## src/rtl/dma_seq_pkg.sv

```systemverilog
// Shared definitions for the DMA channel sequencer.
// Assumes 32-bit registers and byte addressing.
package dma_seq_pkg;
    localparam int WORD_W = 32;

    localparam logic [2:0] RA_MODE  = 3'd0;
    localparam logic [2:0] RA_STAT  = 3'd1;
    localparam logic [2:0] RA_COUNT = 3'd2;
    localparam logic [2:0] RA_SRC   = 3'd3;
    localparam logic [2:0] RA_DST   = 3'd4;
    localparam logic [2:0] RA_CUR   = 3'd5;
    localparam logic [2:0] RA_NEXT  = 3'd6;

    typedef enum logic [1:0] {
        ST_IDLE  = 2'd0,
        ST_FETCH = 2'd1,
        ST_MOVE  = 2'd2,
        ST_NEXT  = 2'd3
    } seq_state_t;
endpackage

```

## src/rtl/dma_seq_sizer.sv

```systemverilog
// Chunk sizer: returns the length of the next mover request.
// That length is the remaining count, capped at CHUNK_BYTES.
// Assumes CHUNK_BYTES is at least 1.
module dma_seq_sizer #(
    parameter int CHUNK_BYTES = 16
) (
    input  logic [dma_seq_pkg::WORD_W-1:0] remain,
    output logic [dma_seq_pkg::WORD_W-1:0] chunk_len,
    output logic                           is_last
);
    localparam logic [dma_seq_pkg::WORD_W-1:0] CAP = dma_seq_pkg::WORD_W'(CHUNK_BYTES);

    // Pick the capped length and flag the final chunk.
    always_comb begin
        chunk_len = (remain > CAP) ? CAP : remain;
        is_last   = (remain <= CAP);
    end
endmodule

```

## src/rtl/dma_seq_regs.sv

```systemverilog
// Register file of the channel: mode, sticky status, count, addresses, descriptors.
// Hardware updates take priority over software writes.
// Configuration writes are dropped while the channel is busy.
module dma_seq_regs
    import dma_seq_pkg::*;
(
    input  logic              clk,
    input  logic              rst_n,
    input  logic              reg_wr,
    input  logic [2:0]        reg_addr,
    input  logic [WORD_W-1:0] reg_wdata,
    output logic [WORD_W-1:0] reg_rdata,
    input  logic              busy,
    input  logic              hw_stop,
    input  logic              hw_seg,
    input  logic              hw_err,
    input  logic              hw_adv,
    input  logic [WORD_W-1:0] adv_len,
    input  logic              hw_load,
    input  logic [WORD_W-1:0] ld_src,
    input  logic [WORD_W-1:0] ld_dst,
    input  logic [WORD_W-1:0] ld_next,
    input  logic [WORD_W-1:0] ld_count,
    input  logic [WORD_W-1:0] ld_cur,
    output logic              start,
    output logic              chain,
    output logic [WORD_W-1:0] cnt,
    output logic [WORD_W-1:0] src,
    output logic [WORD_W-1:0] dst,
    output logic              cur_snoop,
    output logic [WORD_W-1:0] nxt
);
    logic [WORD_W-1:0] cur;
    logic              seg_flag, err_flag;
    logic              cfg_wr, stat_wr;

    // Decode the software write strobes.
    always_comb begin
        cfg_wr  = reg_wr && !busy;
        stat_wr = reg_wr && (reg_addr == RA_STAT);
    end

    // Mode register: software sets start and chain; hardware clears start.
    always_ff @(posedge clk) begin
        if (!rst_n) begin
            start <= 1'b0;
            chain <= 1'b0;
        end else if (hw_stop) begin
            start <= 1'b0;
        end else if (reg_wr && reg_addr == RA_MODE) begin
            start <= reg_wdata[0];
            chain <= reg_wdata[1];
        end
    end

    // Sticky flags: a hardware set wins over a write-1-to-clear.
    always_ff @(posedge clk) begin
        if (!rst_n) begin
            seg_flag <= 1'b0;
            err_flag <= 1'b0;
        end else begin
            seg_flag <= hw_seg | (seg_flag & ~(stat_wr & reg_wdata[1]));
            err_flag <= hw_err | (err_flag & ~(stat_wr & reg_wdata[2]));
        end
    end

    // Transfer registers: descriptor load, chunk advance, then software write.
    always_ff @(posedge clk) begin
        if (!rst_n) begin
            cnt <= '0;
            src <= '0;
            dst <= '0;
            cur <= '0;
            nxt <= '0;
        end else if (hw_load) begin
            cnt <= ld_count;
            src <= ld_src;
            dst <= ld_dst;
            cur <= ld_cur;
            nxt <= ld_next;
        end else if (hw_adv) begin
            cnt <= cnt - adv_len;
            src <= src + adv_len;
            dst <= dst + adv_len;
        end else if (cfg_wr) begin
            case (reg_addr)
                RA_COUNT: cnt <= reg_wdata;
                RA_SRC:   src <= reg_wdata;
                RA_DST:   dst <= reg_wdata;
                RA_CUR:   cur <= reg_wdata;
                RA_NEXT:  nxt <= reg_wdata;
                default:  ;
            endcase
        end
    end

    // Read mux and snoop attribute of the segment being run.
    always_comb begin
        cur_snoop = cur[1];
        case (reg_addr)
            RA_MODE:  reg_rdata = {30'b0, chain, start};
            RA_STAT:  reg_rdata = {29'b0, err_flag, seg_flag, busy};
            RA_COUNT: reg_rdata = cnt;
            RA_SRC:   reg_rdata = src;
            RA_DST:   reg_rdata = dst;
            RA_CUR:   reg_rdata = cur;
            RA_NEXT:  reg_rdata = nxt;
            default:  reg_rdata = '0;
        endcase
    end
endmodule

```

## src/rtl/dma_seq_ctrl.sv

```systemverilog
// Channel control FSM: fetches descriptors, issues capped mover requests,
// follows the chain, and stops on a cleared start bit or on an error.
// Assumes the memory port answers one word per request with mem_ack,
// and the mover answers each request with a single mv_done pulse.
module dma_seq_ctrl
    import dma_seq_pkg::*;
#(
    parameter int CHUNK_BYTES = 16
) (
    input  logic              clk,
    input  logic              rst_n,
    input  logic              start,
    input  logic              chain,
    input  logic [WORD_W-1:0] cnt,
    input  logic [WORD_W-1:0] src,
    input  logic [WORD_W-1:0] dst,
    input  logic              cur_snoop,
    input  logic [WORD_W-1:0] nxt,
    output logic              busy,
    output logic              hw_stop,
    output logic              hw_seg,
    output logic              hw_err,
    output logic              hw_adv,
    output logic [WORD_W-1:0] adv_len,
    output logic              hw_load,
    output logic [WORD_W-1:0] ld_src,
    output logic [WORD_W-1:0] ld_dst,
    output logic [WORD_W-1:0] ld_next,
    output logic [WORD_W-1:0] ld_count,
    output logic [WORD_W-1:0] ld_cur,
    output logic              mem_req,
    output logic [WORD_W-1:0] mem_addr,
    input  logic              mem_ack,
    input  logic [WORD_W-1:0] mem_rdata,
    input  logic              mem_err,
    output logic              mv_req,
    output logic [WORD_W-1:0] mv_src,
    output logic [WORD_W-1:0] mv_dst,
    output logic [WORD_W-1:0] mv_len,
    output logic              mv_snoop,
    input  logic              mv_done,
    input  logic              mv_err
);
    localparam logic [WORD_W-1:0] DESC_MASK = ~WORD_W'(31);

    seq_state_t        state, state_n;
    logic [1:0]        idx;
    logic [WORD_W-1:0] sh_src, sh_dst, sh_next;
    logic [WORD_W-1:0] chunk_len;
    logic              last_chunk;
    logic [WORD_W-1:0] desc_base;
    logic              want_fetch;

    dma_seq_sizer #(.CHUNK_BYTES(CHUNK_BYTES)) u_sizer (
        .remain    (cnt),
        .chunk_len (chunk_len),
        .is_last   (last_chunk)
    );

    // Port outputs and descriptor load values.
    always_comb begin
        desc_base  = nxt & DESC_MASK;
        want_fetch = chain && !nxt[0];
        busy       = (state != ST_IDLE);
        mem_req    = (state == ST_FETCH);
        mem_addr   = desc_base | {{(WORD_W-4){1'b0}}, idx, 2'b00};
        mv_req     = (state == ST_MOVE);
        mv_src     = src;
        mv_dst     = dst;
        mv_len     = chunk_len;
        mv_snoop   = cur_snoop;
        adv_len    = chunk_len;
        ld_src     = sh_src;
        ld_dst     = sh_dst;
        ld_next    = sh_next;
        ld_count   = mem_rdata;
        ld_cur     = desc_base | {{(WORD_W-2){1'b0}}, nxt[1], 1'b0};
    end

    // Next-state and register-update decisions.
    always_comb begin
        state_n = state;
        hw_stop = 1'b0;
        hw_seg  = 1'b0;
        hw_err  = 1'b0;
        hw_adv  = 1'b0;
        hw_load = 1'b0;
        case (state)
            ST_IDLE, ST_NEXT: begin
                if (!start)              state_n = ST_IDLE;
                else if (cnt != '0)      state_n = ST_MOVE;
                else if (want_fetch)     state_n = ST_FETCH;
                else begin
                    hw_stop = 1'b1;
                    state_n = ST_IDLE;
                end
            end
            ST_FETCH: begin
                if (mem_ack && mem_err) begin
                    hw_err  = 1'b1;
                    hw_stop = 1'b1;
                    state_n = ST_IDLE;
                end else if (mem_ack && idx == 2'd3) begin
                    hw_load = 1'b1;
                    state_n = ST_NEXT;
                end
            end
            ST_MOVE: begin
                if (mv_done && mv_err) begin
                    hw_err  = 1'b1;
                    hw_stop = 1'b1;
                    state_n = ST_IDLE;
                end else if (mv_done) begin
                    hw_adv  = 1'b1;
                    hw_seg  = last_chunk;
                    state_n = ST_NEXT;
                end
            end
            default: state_n = ST_IDLE;
        endcase
    end

    // State register.
    always_ff @(posedge clk) begin
        if (!rst_n) state <= ST_IDLE;
        else        state <= state_n;
    end

    // Descriptor word index and shadow capture of the first three words.
    always_ff @(posedge clk) begin
        if (!rst_n) begin
            idx     <= 2'd0;
            sh_src  <= '0;
            sh_dst  <= '0;
            sh_next <= '0;
        end else if (state == ST_FETCH && mem_ack) begin
            if (mem_err) begin
                idx <= 2'd0;
            end else begin
                idx <= idx + 2'd1;
                case (idx)
                    2'd0:    sh_src  <= mem_rdata;
                    2'd1:    sh_dst  <= mem_rdata;
                    2'd2:    sh_next <= mem_rdata;
                    default: ;
                endcase
            end
        end
    end
endmodule

```

## src/rtl/dma_chan_seq.sv

```systemverilog
// Top of the DMA channel sequencer: register file plus control FSM.
// Moves no data itself; it drives an external mover and a descriptor read port.
module dma_chan_seq
    import dma_seq_pkg::*;
#(
    parameter int CHUNK_BYTES = 16
) (
    input  logic              clk,
    input  logic              rst_n,
    input  logic              reg_wr,
    input  logic [2:0]        reg_addr,
    input  logic [WORD_W-1:0] reg_wdata,
    output logic [WORD_W-1:0] reg_rdata,
    output logic              mem_req,
    output logic [WORD_W-1:0] mem_addr,
    input  logic              mem_ack,
    input  logic [WORD_W-1:0] mem_rdata,
    input  logic              mem_err,
    output logic              mv_req,
    output logic [WORD_W-1:0] mv_src,
    output logic [WORD_W-1:0] mv_dst,
    output logic [WORD_W-1:0] mv_len,
    output logic              mv_snoop,
    input  logic              mv_done,
    input  logic              mv_err
);
    logic              start, chain, cur_snoop, busy;
    logic              hw_stop, hw_seg, hw_err, hw_adv, hw_load;
    logic [WORD_W-1:0] cnt, src, dst, nxt, adv_len;
    logic [WORD_W-1:0] ld_src, ld_dst, ld_next, ld_count, ld_cur;

    dma_seq_regs u_regs (
        .clk, .rst_n, .reg_wr, .reg_addr, .reg_wdata, .reg_rdata,
        .busy, .hw_stop, .hw_seg, .hw_err, .hw_adv, .adv_len,
        .hw_load, .ld_src, .ld_dst, .ld_next, .ld_count, .ld_cur,
        .start, .chain, .cnt, .src, .dst, .cur_snoop, .nxt
    );

    dma_seq_ctrl #(.CHUNK_BYTES(CHUNK_BYTES)) u_ctrl (
        .clk, .rst_n, .start, .chain, .cnt, .src, .dst, .cur_snoop, .nxt,
        .busy, .hw_stop, .hw_seg, .hw_err, .hw_adv, .adv_len,
        .hw_load, .ld_src, .ld_dst, .ld_next, .ld_count, .ld_cur,
        .mem_req, .mem_addr, .mem_ack, .mem_rdata, .mem_err,
        .mv_req, .mv_src, .mv_dst, .mv_len, .mv_snoop, .mv_done, .mv_err
    );
endmodule

```

## config.mk

```make
export PLATFORM = sky130hd
export DESIGN_NAME = dma_chan_seq
export DESIGN_NICKNAME = d
export VERILOG_FILES = /design/src/rtl/dma_seq_pkg.sv /design/src/rtl/dma_seq_sizer.sv /design/src/rtl/dma_seq_regs.sv /design/src/rtl/dma_seq_ctrl.sv /design/src/rtl/dma_chan_seq.sv
export SDC_FILE = /design/constraint.sdc
export NUM_CORES = 1
export LEC_CHECK = 0
export BUFFER_PORTS_ARGS = -buffer_cell sky130_fd_sc_hd__buf_2
export CAP_MARGIN = 40
export CORE_AREA = 2 2 180 182
export CTS_CLUSTER_DIAMETER = 50
export DETAILED_ROUTE_END_ITERATION = 8
export DIE_AREA = 0 0 182 184
export PLACE_DENSITY_LB_ADDON = 0.25
export SLEW_MARGIN = 20
export SYNTH_ARGS = -nofsm -noshare
export SYNTH_HDL_FRONTEND = slang
export SYNTH_SLANG_ARGS = --single-unit
```

## constraint.sdc

```tcl
create_clock -name clk -period 3.7 [get_ports clk]
set_input_delay 0.185 -clock clk [delete_from_list [all_inputs] [get_ports clk]]
set_output_delay 0.185 -clock clk [all_outputs]
set_load 0.02 [all_outputs]
```

======== Word-level counts from Yosys, hierarchy flattened ========
Cells that the tools add are included.
cells by class
  $add $sub $neg .......................... 4
  $mul .................................... 0
  reductions and logical operators ........ 34
  multiplexer cells ....................... 47
  equal/unequal tests ..................... 15
  bitwise operators ....................... 13
  $lt $le $gt $ge ......................... 2
  shifts and indexed selects .............. 0
  divide/modulo/power cells ............... 0
operators by type and width
  cell                 count
  $mux 32              21
  $pmux 32 s7          1
  $add 32x32->32       2
  $gt 32x5->1 const B  1
  $le 32x5->1 const B  1
  $or 32x2->32         1
  $or 32x4->32         1
  $reduce_bool 32->1   1
  $sub 32x32->32       1
  $mux 1               15
  $reduce_and 3->1     5
  $mux 2               7
  $reduce_bool 3->1    4
  $reduce_and 2->1     5
  $eq 3x3->1 const B   3
  $eq 2x2->1 const B   4
  $logic_and 1x1->1    8
  $reduce_bool 2->1    4
  $eq 3x2->1 const B   2
  $ne 3x1->1 const B   2
  $pmux 2 s3           1
  $not 1->1            5
  $and 1x1->1          4
  $eq 2x1->1 const B   2
  other kinds (10)     14
storage, ports and cells
  bits in read-only memories .............. 0
  bits of input ports ..................... 74
  logic and storage cells ................. 129
  memory bits (writable) .................. 0
  latch bits .............................. 0
  output and inout port bits .............. 163
  register bits ........................... 264
  memories kept ........................... 0

======== Longest topological paths before layout ========
Gate-level depths: netlist of the first run.
  word-level depth ........................ 8
  gate-level depth with buffers ........... 17
  depth with buffers taken out ............ 16

======== Modules after synthesis ========
From an unflattened synthesis of the first run, not the netlist that was laid out.
unflattened totals
  cell total of the unflattened synthesis .. 2,563
  area, all modules ....................... 19,847.8 um2
by module, submodules not included
  module         cells each  sequential area each (um2)  times used  area each (um2)
  dma_seq_regs   1,845       3,283.1                     1           14,058.5
  dma_seq_ctrl   674         2,001.9                     1           5,441.5
  dma_seq_sizer  44          0.0                         1           347.8

======== Worst setup path before layout of the first run ========
No wires, ideal clock.
  path kind ............................... register to register
  start point ............................. register u_regs.cnt[23]
  end point ............................... register u_regs.src[27]
  period minus slack after synthesis ...... 4,280 ps
  arrival time ............................ 4,206 ps
  buffers on the path ..................... 0
  cell stages (with the launch flop) ...... 15
  setup slack ............................. -580 ps
  required time ........................... 3,626 ps
  library setup time ...................... 74 ps
  cells stage by stage .................... dfxtp_1 > or3_1 > nor4_1 > nand4_1 > a21oi_1 > and2_1 > ha_1 > a211oi_1 > o21ai_0 > a41oi_2 > o211ai_1 > a21oi_1 > nor3b_1 > or4_1 > a31oi_1
between the ends
  word-level cells in the longest chain between the ends .. 5
ends and longest elaborated chain
  what                    RTL line             source
  from (decl)             dma_seq_regs.sv:27   output logic [WORD_W-1:0] cnt,
  from (signal assigned)  dma_seq_regs.sv:76   cnt <= ld_count;
  from (signal assigned)  dma_seq_regs.sv:82   cnt <= cnt - adv_len;
  from (signal assigned)  dma_seq_regs.sv:87   RA_COUNT: cnt <= reg_wdata;
  $gt 32x5->1             dma_seq_sizer.sv:15  chunk_len = (remain > CAP) ? CAP : remain;
  $mux 32                 dma_seq_sizer.sv:15
  via mv_len[1]           dma_chan_seq.sv:22   output logic [WORD_W-1:0] mv_len,
  $add 32x32->32          dma_seq_regs.sv:83   src <= src + adv_len;
  $mux 32                 dma_seq_regs.sv:81   end else if (hw_adv) begin
  $mux 32                 dma_seq_regs.sv:75   end else if (hw_load) begin
  to (signal assigned)    dma_seq_regs.sv:77   src <= ld_src;
  to (signal assigned)    dma_seq_regs.sv:83
  to (signal assigned)    dma_seq_regs.sv:88   RA_SRC: src <= reg_wdata;
  to (decl)               dma_seq_regs.sv:28   output logic [WORD_W-1:0] src,
The timed path passes the listed nets, and every way through them passes these cells.
A chain may end at the register's enable or synchronous reset.

======== Final worst setup path of the first run ========
  start point ............................. register u_regs.cnt[24]
  end point ............................... register u_regs.src[29]
between the ends
  word-level cells in the longest chain between the ends .. 5
ends and longest elaborated chain
  what              RTL line
  $gt 32x5->1       dma_seq_sizer.sv:15
  $mux 32 *         dma_seq_sizer.sv:15
  $add 32x32->32 *  dma_seq_regs.sv:83
  $mux 32 *         dma_seq_regs.sv:81
  $mux 32 *         dma_seq_regs.sv:75
Every way passes the cells marked *; elsewhere a longest branch is shown, timed or not.

==> results.md, run 1 <==
* Status: finished with violations
* Failing checks: negative setup slack
* Largest fanout on the critical path at 4
* Yosys warning count at 0
* Internal power at 5.47 mW
* Synthesized flop and latch total at 264
* Initial Util at 52.3%
* Worst setup SP type: register
* Clock Latency Late Sink at 0.53 ns
* Cts bufs inserted at 34
* RSZ-0062 raised after global routing: true
* Reg2reg start: u_regs.cnt[24]
* Final period utilization at 108%
* Ys async rst share at 0%
* First-pass GRT wire length at 96.6 mm
* Primary FF master, synth: dfxtp_1
* GR Overflow Total at 0
* Initial antenna violation count at 1
* Worst setup margin at -0.298 ns
* Pleak at 8.80 nW
* Seq/Total Area, Yosys at 32.2%
* Worst EP required at 4.07 ns
* IO Port Bufs at 206
* PD cells at 379 mW/mm^2
* Sw frac at 29.7%
* Finish-stage setup viols at 27
* Post-route DRC at 0
* Netlist Area Pre-Place at 0.0164 mm^2
* Fmax at 250 MHz
* Core area at 0.0314 mm^2
* Psw at 2.31 mW
* Total GRT Usage at 37.3%
* GR peak layer: met2
* Final min period at 4.00 ns
* Relative slew slack at 41.2%
* Final-stage net count at 2561
* Layout overhead on the synthesized area at 25.0%
* Worst path cell trace: or3_4, nor4_4, buf_4, nand4_1, buf_4, or2_4, ha_4, buf_6, o211ai_1, nand2_1, a41oi_2, o211ai_1, a21oi_2, buf_4, o31ai_4, nor2_2, xor2_1, o22ai_1
* Max-cap violation count at 0
* DIE AREA at 0.0335 mm^2
* Cell Area, Placed at 0.0183 mm^2
* Grt met2 use at 60.5%
* Mean Syn Cell Area at 7.71 um^2
* CP peak stage delay at 0.40 ns
* Die Y at 184 um
* Drt initial violations at 2149
* Clock Tree Buf Depth at 3
* Sink of the worst hold path: u_regs.cur[0]
* Actual slew at the worst max-slew pin at 0.881 ns
* Worst EP arrival at 4.37 ns
* Design area at 0.0205 mm^2
* CTS tree: yes
* Element type at the critical path end: register
* Reg2reg path depth at 18
* Top post-synthesis cells by area: dfxtp_1, nand2_1, a21oi_1
* Antenna Diode Count at 0
* Drt pass-1 iters at 7
* Average routed wire per standard cell at 23.0 um
* H-tree depth at 2
* CP top delay family: simple AND/OR/NAND/NOR gates
* Layout Utilization at 65.4%
* Crit path top cell by count: buf_4
* Sequential power share at 38.1%
* Logic pwr share at 17.7%
* Crit-path slowest cell: or3_4
* M1 GR Usage at 44.8%
* Total power at 7.78 mW
* Mapped Cells at 2129
* Worst R2R Setup Slack at -0.30 ns
* Detail Placement HPWL at 45.4 mm
* Layout Skew at 0.0117 ns
* Post-synth EDFFs at 0
* Row Count at 65
* Hold path startpoint: reg_wdata[0]
* Distinct cells, synth at 71
* Met3 usage at 5.25%
* Post-synth top area share at 32.2%
* Final-report hold violation count at 0
* Worst r2r dst: u_regs.src[29]
* Clk pin slew, worst setup/hold paths at 0.06 ns
* Max Slew Vio Count at 0
* Routed Wire Length at 65.4 mm
* Post-place setup slack at -0.403 ns
* Final GP Congestion at 1.00
* Post-detailed-route count of antenna-violating nets at 0
* Vias at 18100
* Placed Cells at 2730
* Critical path class: register to register
* CTS Sinks at 264
* VDD IR-drop max at 0.390 mV
* I/O Pins at 237
* Buf+Inv Stages, Crit Path at 4
* Layout cells sized above 1 at 20.9%
* Worst min path class: primary input to register
* Hold Path Stages at 3
* Clock share of power at 44.3%
* Largest net degree at the start of global routing at 116
* Cell taking the most area after synthesis: dfxtp_1
* Clock Tree Root: clkbuf_16
* Fin cells at 2841
* Via-to-Cell Ratio at 6.37
* Vias in the first global route at 16900
* Die width at 182 um
-- per-stage QoR --
| step | TNS [ns] | hold WS (ns) |
|---|---|---|
| 2_1_floorplan | -0.00432 | 0.321 |
| 3_3_place_gp | -4.43 | 0.442 |
| 3_5_place_dp | -6.44 | 0.446 |
| 4_1_cts | -0.938 | 0.00226 |
| 5_1_grt | -7.59 | 0.0239 |
| 6_report | -2.53 | 0.0139 |
-- cells by family (layout without fill, tap and decap cells) --
logic type,count (synthesis),count (layout),share of synthesized area [%]
buffers and inverters,224,453,6.44
adder cells (fa/ha/maj),72,72,5.58
AO/OA/AOI/OAI,696,696,27.6
XOR/XNOR,52,52,2.77
AND/OR/NAND/NOR,713,713,18.9
multiplexers,106,106,6.55
flip-flops,264,264,32.2
other,2,83,0.0457
-- final cells by class --
class / count / area, um^2
clock buffers: 45 / 962
clock inverters: 15 / 191
fillers: 2731 / 10900
inverters: 21 / 86.3
multi-input cells: 1722 / 11000
flip-flops and latches: 264 / 5290
well taps: 402 / 503
repair buffers: 372 / 2480
-- flip-flops by register name (all words and copies together) (netlist names) --
| signal | cells |
|---|---|
| u_ctrl.ld_dst | 32 |
| u_regs.chain | 1 |
| u_ctrl.idx | 2 |
| u_regs.dst | 32 |
| u_regs.start | 1 |
| u_ctrl.state | 2 |
| u_ctrl.ld_next | 32 |
| u_regs.nxt | 32 |
| u_regs.cur | 32 |
| u_ctrl.ld_src | 32 |
| u_regs.cnt | 32 |
| u_regs.seg_flag | 1 |
| u_regs.src | 32 |
| u_regs.err_flag | 1 |
-- power groups by stage --
| stage | sequential (mW) | combinational [mW] | clock [mW] |
|---|---|---|---|
| finish | 2.96 | 1.37 | 3.44 |
| global route | 2.96 | 1.46 | 3.57 |
| CTS | 2.96 | 1.26 | 3.45 |
| detailed placement | 3.02 | 1.19 | 0 |
| floorplan | 3.03 | 0.767 | 0 |
| global placement | 3.02 | 1.18 | 0 |
-- placed cells by master (no fill, tap or decap), types with 21 or more instances in the layout --
cell	netlist	routed
a211oi_1	67	65
a31oi_1	34	30
buf_4	57	116
o21ai_0	91	72
dfxtp_1	264	262
nand2_1	401	398
mux2i_1	103	103
o221ai_1	56	55
nor2_1	146	141
a21o_1	32	32
nor3_1	22	21
clkbuf_16	0	34
buf_2	2	206
ha_1	70	63
nand3_1	33	31
a21oi_1	232	217
conb_1	2	83
a22oi_1	35	35
dlygate4sd3_1	0	31
o211ai_1	50	50
xnor2_1	28	27
xor2_1	24	21
-- metal layers --
layer	routed length, um	vias to the layer above
met5	0	-
met4	5890	0
met3	5570	294
met2	29400	1074
met1	24600	8500
li1	-	8220
-- cells in the mapped netlist, types with 9 or more instances --
| library cell | count |
|---|---|
| buf_4 | 57 |
| o221ai_1 | 56 |
| nand3_1 | 33 |
| o22ai_1 | 14 |
| nand4_1 | 12 |
| xor2_1 | 24 |
| inv_1 | 20 |
| nand2_1 | 401 |
| and2_1 | 16 |
| dfxtp_1 | 264 |
| o211ai_1 | 50 |
| a22oi_1 | 35 |
| nor2b_1 | 17 |
| a21oi_1 | 232 |
| buf_1 | 11 |
| a221oi_1 | 14 |
| a211oi_1 | 67 |
| o31ai_1 | 12 |
| nor2_1 | 146 |
| ha_1 | 70 |
| o21ai_0 | 91 |
| nand2b_1 | 12 |
| or4_1 | 12 |
| a31oi_1 | 34 |
| a311oi_1 | 9 |
| a21o_1 | 32 |
| clkbuf_1 | 132 |
| xnor2_1 | 28 |
| mux2i_1 | 103 |
| nor3_1 | 22 |
-- how the worst max path moves through the flow --
stage                   start              to  slack [ns]  depth (start not counted)
6_report       u_regs.cnt[24]  u_regs.src[29]       -0.30                         18
5_1_grt        u_regs.cnt[24]  u_regs.src[29]       -0.43                         18
3_3_place_gp   u_regs.cnt[23]  u_regs.dst[31]       -0.35                         18
3_5_place_dp   u_regs.cnt[23]  u_regs.dst[30]       -0.40                         19
4_1_cts        u_regs.cnt[28]  u_regs.src[27]       -0.15                         17
2_1_floorplan   u_regs.cnt[5]  u_regs.src[28]      -0.004                         16
-- worst min-delay path: cells and delay by family --
family                 cells  cell delay (ns)
buffers and inverters      1             0.13
AND/OR/NAND/NOR            1             0.10
multiplexers               1             0.09
-- repair_timing --
action | CTS | global route
endpoints found under the hold margin | 78 | 0
setup endpoints to repair | 38 | 44
hold buffers | 31 | 0
resized for setup | 59 | 72
buffers inserted | 11 | 13
pin swaps | 41 | 75
(Power assumes the default switching activity.)
==> run 2, diff against run 1 <==
--- a/config.mk
+++ b/config.mk
@@ -11,7 +11,7 @@
 export CTS_CLUSTER_DIAMETER = 50
 export DETAILED_ROUTE_END_ITERATION = 8
 export DIE_AREA = 0 0 182 184
-export PLACE_DENSITY_LB_ADDON = 0.25
+export PLACE_DENSITY = 0.77
 export SLEW_MARGIN = 20
 export SYNTH_ARGS = -nofsm -noshare
 export SYNTH_HDL_FRONTEND = slang
==> run 2 against run 1 <==
  * The run ends with negative hold slack, negative setup slack left
  * Clock skew increased by 0.0031 ns
  * Non-clock buffer count increased by 11
  * Via count is 0.69% higher
  * Utilization grew 1.2 points
  * Sequential power about the same
  * Combinational power grew 4%
  * Hold slack lost 0.016 ns
  * Critical endpoint is now u_regs.src[23]
  * Highest routed layer unchanged
==> results.md, run 2 (same netlist as run 1, synthesis figures left out) <==
* Status: finished with violations
* Failing checks: negative hold slack, negative setup slack
* Critical path class: register to register
* Clk pin slew, worst setup/hold paths at 0.06 ns
* Final min period at 3.95 ns
* Layout overhead on the synthesized area at 27.2%
* RSZ-0062 raised after global routing: true
* GR Overflow Total at 0
* Routed Wire Length at 66.2 mm
* Relative slew slack at 42.4%
* Hold_ws at -0.00228 ns
* Worst r2r dst: u_regs.src[23]
* Worst min path class: primary input to register
* Die width at 182 um
* Reg2reg start: u_regs.cnt[23]
* Reg2reg path depth at 19
* Vias in the first global route at 17000
* Largest net degree at the start of global routing at 110
* Element type at the critical path end: register
* Post-route DRC at 0
* Design area at 0.0209 mm^2
* Row Count at 65
* Post-place setup slack at -0.434 ns
* Via-to-Cell Ratio at 6.37
* Clock Latency Late Sink at 0.53 ns
* Drt initial violations at 2026
* Total GRT Usage at 37.7%
* Worst setup SP type: register
* Largest fanout on the critical path at 2
* Worst EP required at 4.15 ns
* Sink of the worst hold path: u_ctrl.ld_src[7]
* Antenna Diode Count at 0
* Initial Util at 52.3%
* Leading cell types in the layout, fill and taps excluded: nand2_1, dfxtp_1, a21oi_1, buf_2, nor2_1
* Average routed wire per standard cell at 23.2 um
* VDD IR-drop max at 0.349 mV
* Initial antenna violation count at 0
* Final period utilization at 107%
* Max Slew Vio Count at 0
* Worst EP arrival at 4.40 ns
* Die Y at 184 um
* Cell Area, Placed at 0.0183 mm^2
* Hold Path Stages at 3
* Clock Tree Buf Depth at 3
* Fmax at 253 MHz
* Worst setup margin at -0.246 ns
* IO Port Bufs at 206
* Clock Tree Root: clkbuf_16
* Core area at 0.0314 mm^2
* Finish-stage setup viols at 23
* CTS tree: yes
* Pleak at 8.93 nW
* H-tree depth at 2
* Layout Utilization at 66.6%
* Cts bufs inserted at 36
* Most common cell after layout, fill and taps aside: nand2_1
* # fillers at 2732
* Layout Skew at 0.0148 ns
* CTS Sinks at 264
* Final-stage net count at 2574
* Layout cells sized above 1 at 22.0%
* I/O Pins at 237
* Final GP Congestion at 0.983
* Vias at 18200
* Max-cap violation count at 0
* First-pass GRT wire length at 97.9 mm
* Drt pass-1 iters at 6
* Worst R2R Setup Slack at -0.25 ns
* Detail Placement HPWL at 46.1 mm
* Actual slew at the worst max-slew pin at 0.864 ns
* Hold path startpoint: mem_rdata[7]
* Final-report hold violation count at 1
* Total power at 7.98 mW
* DIE AREA at 0.0335 mm^2
* PD cells at 382 mW/mm^2
* Post-detailed-route count of antenna-violating nets at 0
==> run 2: how the worst max path moves through the flow <==
stage                   start              to  slack [ns]
2_1_floorplan   u_regs.cnt[5]  u_regs.src[28]      -0.004
3_3_place_gp   u_regs.cnt[23]  u_regs.dst[31]       -0.38
3_5_place_dp   u_regs.cnt[23]  u_regs.src[27]       -0.43
4_1_cts        u_regs.cnt[26]  u_regs.src[27]       -0.19
5_1_grt        u_regs.cnt[23]  u_regs.src[27]       -0.37
6_report       u_regs.cnt[23]  u_regs.src[23]       -0.25
==> run 2: per-layer routing <==
metal  global-route usage, %  vias up  routed length (um)
met5                       0        -                   0
met4                    28.6        0                5810
met3                    6.36      294                6080
met2                    61.0     1135               29800
met1                    45.1     8543               24400
li1                        -     8240                   -
==> run 2: layout make-up <==
class	instances	area (um^2)	area share [%]
clock buffer	45	976	4.67
tap	402	503	2.41
clock inverter	20	244	1.17
inverter	21	86.3	0.413
sequential	264	5290	25.3
timing repair buffer	383	2610	12.5
multi-input combinational	1722	11200	53.6
==> run 2: worst max-delay path, cell delays in order, from the launching register on <==
cell and delay (ns):
dfxtp_2 0.32, or3_4 0.40, nor4_4 0.25, buf_4 0.18, nand4_1 0.09, buf_6 0.16, buf_6 0.11, or2_4 0.25
ha_4 0.17, buf_6 0.11, o211ai_1 0.16, nand2_1 0.11, a41oi_2 0.29, o211ai_1 0.23, buf_4 0.20, a21o_1 0.18
a21oi_2 0.16, mux2i_1 0.27, a221oi_2 0.08, a21oi_1 0.15
==> run 2: timing repair <==
action,in CTS,in global routing
hold buffers,31,0
gates resized for setup,69,93
setup buffers,18,19
endpoints found under the hold margin,79,0
endpoints found under the setup margin,44,49
pin swaps,51,81
==> run 2: power by group <==
group | switching [mW] | leakage [nW] | internal (mW)
registers | 0.0704 | 2.13 | 2.90
logic | 0.881 | 6.21 | 0.545
clock network | 1.41 | 0.586 | 2.18
total | 2.36 | 8.93 | 5.62
==> run 2: through the flow <==
step / hold WS [ns] / TNS (ns) / instances
finish: -0.00228 / -2.04 / 2857
global route: 0.00996 / -6.21 / 2857
CTS: 0.00171 / -1.63 / 2844
detailed placement: 0.448 / -8.72 / 2732
global placement: 0.441 / -5.78 / 2730
floorplan: 0.321 / -0.00432 / 2210
